### src/rtl/jam_shift_pkg.sv
package jam_shift_pkg;

  typedef enum logic {
    LOAD_CLOCKED = 1'b0,
    LOAD_JAM     = 1'b1
  } load_kind_e;

endpackage

### src/rtl/jam_rst_sync.sv
module jam_rst_sync #(
  parameter int unsigned DEPTH = 2
) (
  input  logic clk,
  input  logic rst_n,
  output logic rst_sync_n
);

  logic [DEPTH-1:0] sync_q;
  logic [DEPTH-1:0] sync_d;

  always_comb begin
    sync_d = {sync_q[DEPTH-2:0], 1'b1};
  end

  always_ff @(posedge clk or negedge rst_n) begin
    if (!rst_n) begin
      sync_q <= '0;
    end else begin
      sync_q <= sync_d;
    end
  end

  assign rst_sync_n = sync_q[DEPTH-1];

endmodule

### src/rtl/jam_stage_clocked.sv
module jam_stage_clocked (
  input  logic clk,
  input  logic rst_n,
  input  logic load_i,
  input  logic par_bit_i,
  input  logic shift_bit_i,
  output logic q_o
);

  logic q_d;
  logic q_q;

  always_comb begin
    if (load_i) begin
      q_d = par_bit_i;
    end else begin
      q_d = shift_bit_i;
    end
  end

  always_ff @(posedge clk or negedge rst_n) begin
    if (!rst_n) begin
      q_q <= 1'b0;
    end else begin
      q_q <= q_d;
    end
  end

  assign q_o = q_q;

endmodule

### src/rtl/jam_stage_async.sv
module jam_stage_async (
  input  logic clk,
  input  logic rst_n,
  input  logic load_i,
  input  logic par_bit_i,
  input  logic shift_bit_i,
  output logic q_o
);

  logic jam_set;
  logic jam_clr;
  logic q_q;

  always_comb begin
    jam_set = load_i & par_bit_i;
    jam_clr = load_i & ~par_bit_i;
  end

  // Reset first, then the jam clear/set, then the clocked shift.
  always_ff @(posedge clk or negedge rst_n or posedge jam_set or posedge jam_clr) begin
    if (!rst_n) begin
      q_q <= 1'b0;
    end else if (jam_clr) begin
      q_q <= 1'b0;
    end else if (jam_set) begin
      q_q <= 1'b1;
    end else begin
      q_q <= shift_bit_i;
    end
  end

  assign q_o = q_q;

endmodule

### src/rtl/jam_shift_register.sv
module jam_shift_register
  import jam_shift_pkg::*;
#(
  parameter int unsigned NUM_STAGES = 8,
  parameter int unsigned NUM_TAPS   = 3,
  parameter load_kind_e  LOAD_KIND  = LOAD_CLOCKED
) (
  input  logic                  clk,
  input  logic                  rst_n,
  input  logic                  load_i,
  input  logic                  ser_i,
  input  logic [NUM_STAGES-1:0] par_i,
  output logic [NUM_TAPS-1:0]   tap_o
);

  localparam int unsigned TAP_LSB = NUM_STAGES - NUM_TAPS;
  localparam bit          IS_JAM  = (LOAD_KIND == LOAD_JAM);

  logic                  rst_int_n;
  logic [NUM_STAGES-1:0] stage_q;
  logic [NUM_STAGES-1:0] shift_in;

  jam_rst_sync #(
    .DEPTH (2)
  ) u_rst_sync (
    .clk        (clk),
    .rst_n      (rst_n),
    .rst_sync_n (rst_int_n)
  );

  // Serial path: stage 1 takes the serial input, each other stage its neighbour.
  always_comb begin
    shift_in = {stage_q[NUM_STAGES-2:0], ser_i};
  end

  for (genvar g = 0; g < NUM_STAGES; g++) begin : g_stage
    if (IS_JAM) begin : g_jam
      jam_stage_async u_cell (
        .clk         (clk),
        .rst_n       (rst_int_n),
        .load_i      (load_i),
        .par_bit_i   (par_i[g]),
        .shift_bit_i (shift_in[g]),
        .q_o         (stage_q[g])
      );
    end else begin : g_clk
      jam_stage_clocked u_cell (
        .clk         (clk),
        .rst_n       (rst_int_n),
        .load_i      (load_i),
        .par_bit_i   (par_i[g]),
        .shift_bit_i (shift_in[g]),
        .q_o         (stage_q[g])
      );
    end
  end

  assign tap_o = stage_q[NUM_STAGES-1:TAP_LSB];

  // a serial edge moves every bit one stage up
  assert_shift_R2: assert property (@(posedge clk) disable iff (!rst_int_n)
    !load_i |=> (IS_JAM && load_i) ||
                (stage_q == {$past(stage_q[NUM_STAGES-2:0]), $past(ser_i)}));

  // consecutive taps pass bits along on a shift
  assert_tap_chain_R7: assert property (@(posedge clk) disable iff (!rst_int_n)
    !load_i |=> (IS_JAM && load_i) ||
                (tap_o[NUM_TAPS-1:1] == $past(tap_o[NUM_TAPS-2:0])));

  if (IS_JAM) begin : g_jam_checks
    // while jamming, the stages mirror the parallel word at every edge
    assert_jam_follow_R5: assert property (@(posedge clk) disable iff (!rst_int_n)
      (load_i && $past(load_i)) |-> stage_q == par_i);
  end else begin : g_clk_checks
    // a load edge captures the parallel word
    assert_load_capture_R3: assert property (@(posedge clk) disable iff (!rst_int_n)
      load_i |=> stage_q == $past(par_i));
  end

endmodule

### config.mk
export PLATFORM = sky130hd
export DESIGN_NAME = jam_shift_register
export DESIGN_NICKNAME = d
export VERILOG_FILES = /design/src/rtl/jam_shift_pkg.sv /design/src/rtl/jam_rst_sync.sv /design/src/rtl/jam_stage_clocked.sv /design/src/rtl/jam_stage_async.sv /design/src/rtl/jam_shift_register.sv
export SDC_FILE = /design/constraint.sdc
export NUM_CORES = 1
export LEC_CHECK = 0
export ABC_AREA = 1
export BUFFER_PORTS_ARGS = -buffer_cell sky130_fd_sc_hd__buf_2
export CAP_MARGIN = 5
export CORE_AREA = 2 2 39 41
export DETAILED_ROUTE_END_ITERATION = 8
export DIE_AREA = 0 0 41 43
export SKIP_CTS_REPAIR_TIMING = 1
export SLEW_MARGIN = 20
export SYNTH_ARGS = -nofsm -noshare
export SYNTH_HDL_FRONTEND = slang
export SYNTH_SLANG_ARGS = --single-unit
### constraint.sdc
create_clock -name clk -period 1.2 [get_ports clk]
set_clock_uncertainty 0.15 [all_clocks]
set_input_delay 0.3 -clock clk [delete_from_list [all_inputs] [get_ports clk]]
set_output_delay 0.3 -clock clk [all_outputs]
set_load 0.02 [all_outputs]
==> results.yml <==
status:
  outcome: "finished with violations"
  failed_checks: "negative hold slack, negative setup slack"
pwr:
  p_per_area_nw_per_um2: 1490
  power.leakage_nw: 0.289
  ir_drop_mv: 0.438
cts:
  clockRootBuffer: "clkbuf_4"
  cts_buffers: 3
  clk_latency_ns: 0.26
  cts.htree.levels: 1
  cts_tree: "built"
  clkTransAtPathRegs_ns: 0.06
  cts_sinks: 10
  clock_path_buffers: 2
finish:
  area_delta_synth_final_pct: 33.8
  fin_area_sq_um: 510
  finalNetCount: 69
  final_core_util_pct: 36.9
  diodes: 0
  fillers: 159
  drive_above_1_share_pct: 35.7
drt:
  wl_um: 638
  dr.pass1.iters: 4
  via_per_inst: 4.00
  drc: 0
  final_antenna_net_count: 0
  routedWlPerCell_um: 8.86
  vias: 288
  drtIter0Drc: 1
die:
  row_count: 14
  start_util_pct: 27.6
  boundaryPins: 15
  die_w_um: 41
  dieArea_sq_um: 1760
  core_sq_um: 1380
  fp.dieH_um: 43
global_routing:
  grt-ovfl-total: 0
  grt_usage_pct: 9.05
  grt_max_degree: 10
  grt_pass1_vias: 258
  grt_first_pass_wirelength_um: 1010
  antenna_found_initial: 0
sta:
  finalHoldViolCount: 8
  timing.hold.ws_ns: -0.0235
  period_share_pct: 103
  grt_setup_unrepaired: "true"
  fmax_mhz: 810
  worst_slack_ns: -0.0350
  setup_viol_count_final: 3
  slew_viol_final: 0
  min_period_ns: 1.23
critical_path:
  cp.required_ns: 0.75
  cp.arrival_ns: 0.78
  end_kind: "output pin"
  cp-start-kind: "register"
  cp_top_family: "flip-flops"
  path_class: "reg -> out"
  slowest_stage: "dfrtp_1"
  path_buf_inv: 1
  path_max_fanout: 2
  crit_chain: "buf_6"
  max_stage_delay_ns: 0.39
yosys:
  synth_seq_cells: 10
  yosys_warnings: 0
  post_synth.cell_area_avg_sq_um: 9.54
  ys_types: 6
  synth_enable_flop_cells: 0
  yosysMostFrequentCell: "nand2_1"
  synth_area_leader_cell: "dfrtp_1"
  synthTopCellsByArea: "dfrtp_1, nand2_1, buf_4, buf_6, conb_1"
  synth_top_cell_area_share_pct: 65.6
  async_flop_share_pct: 100
  syn_nets: 52
  ys.flop_type: "dfrtp_1"
  syn_inst: 40
  synth_area_sq_um: 382
  synth_commonest_cells: "nand2_1, dfrtp_1, buf_4"
  synth_seq_area_share_pct: 65.6
hold_path:
  hp-class: "reg -> async"
flow_run:
  drv_cap: 0
placed_design:
  port_buffers: 14
  dp_hpwl_um: 490
  pre_cts_ws_ns: 0.217
  postPlaceCellArea_sq_um: 438
-- cells by family (layout without fill, tap and decap cells) --
logic type	after synthesis	count (layout)	synth area share, %
other	1	1	0.983
DFF	10	10	65.6
and+or+nand+nor	24	24	23.6
buffers and inverters	5	21	9.83
-- state kept, by name (all words and copies together) (netlist names) --
signal	cells
u_rst_sync.sync_q	2
g_stage.g_clk.u_cell.q_o	8
-- area by class of cell --
type / count / area [sq um] / area share (%)
clock buffer: 4 / 36.3 / 7.11
timing repair buffer: 16 / 106 / 20.8
multi-input combinational: 25 / 93.8 / 18.4
inverter: 1 / 3.75 / 0.735
sequential: 10 / 250 / 49.0
tap: 16 / 20.0 / 3.92
-- final timing paths --
kind                                             startpoint                     endpoint  slack [ns]  depth (start not counted)
min in group clk                                      ser_i  g_stage[0].g_clk.u_cell.q_o        0.08                          3
worst min register to register         u_rst_sync.sync_q[1]  g_stage[1].g_clk.u_cell.q_o       -0.02                          0
worst max-delay path            g_stage[6].g_clk.u_cell.q_o                     tap_o[1]       -0.03                          1
worst min-delay path                   u_rst_sync.sync_q[1]  g_stage[1].g_clk.u_cell.q_o       -0.02                          0
max in group asynchronous                             rst_n         u_rst_sync.sync_q[1]        0.61                          2
worst max register to register  g_stage[6].g_clk.u_cell.q_o  g_stage[7].g_clk.u_cell.q_o        0.31                          3
-- placed cells by master (no fill, tap or decap) --
master          n
inv_2           1
buf_2          11
conb_1          1
clkbuf_4        3
nand2_1        24
buf_6           3
clkbuf_8        1
dlygate4sd3_1   1
buf_4           1
dfrtp_1        10
-- where the power goes --
group          internal (mW)  switching [mW]  leakage (nW)
logic                 0.0455          0.0417         0.148
clock network          0.184           0.111        0.0210
registers              0.364          0.0144         0.120
total                  0.593           0.167         0.289
-- metrics by stage --
step | std cells | total power, mW | setup TNS, ns
finish | 72 | 0.760 | -0.0724
global route | 72 | 0.805 | -0.170
CTS | 70 | 0.755 | -0.120
detailed placement | 66 | 0.454 | 0
global placement | 66 | 0.451 | 0
floorplan | 40 | 0.435 | 0
-- routing by layer --
metal	wire (um)	GRT usage, %	up-vias
met1	262	10.1	129
met5	0	0	-
met3	38	4.71	3
li1	-	-	145
met4	14	6.00	0
met2	322	12.8	11
-- worst register-to-register path, stage by stage (launching register included) --
cell and delay, ns:
dfrtp_1 0.39, buf_4 0.13, nand2_1 0.06, nand2_1 0.05
Note: power is estimated with default switching activity, not from simulation.
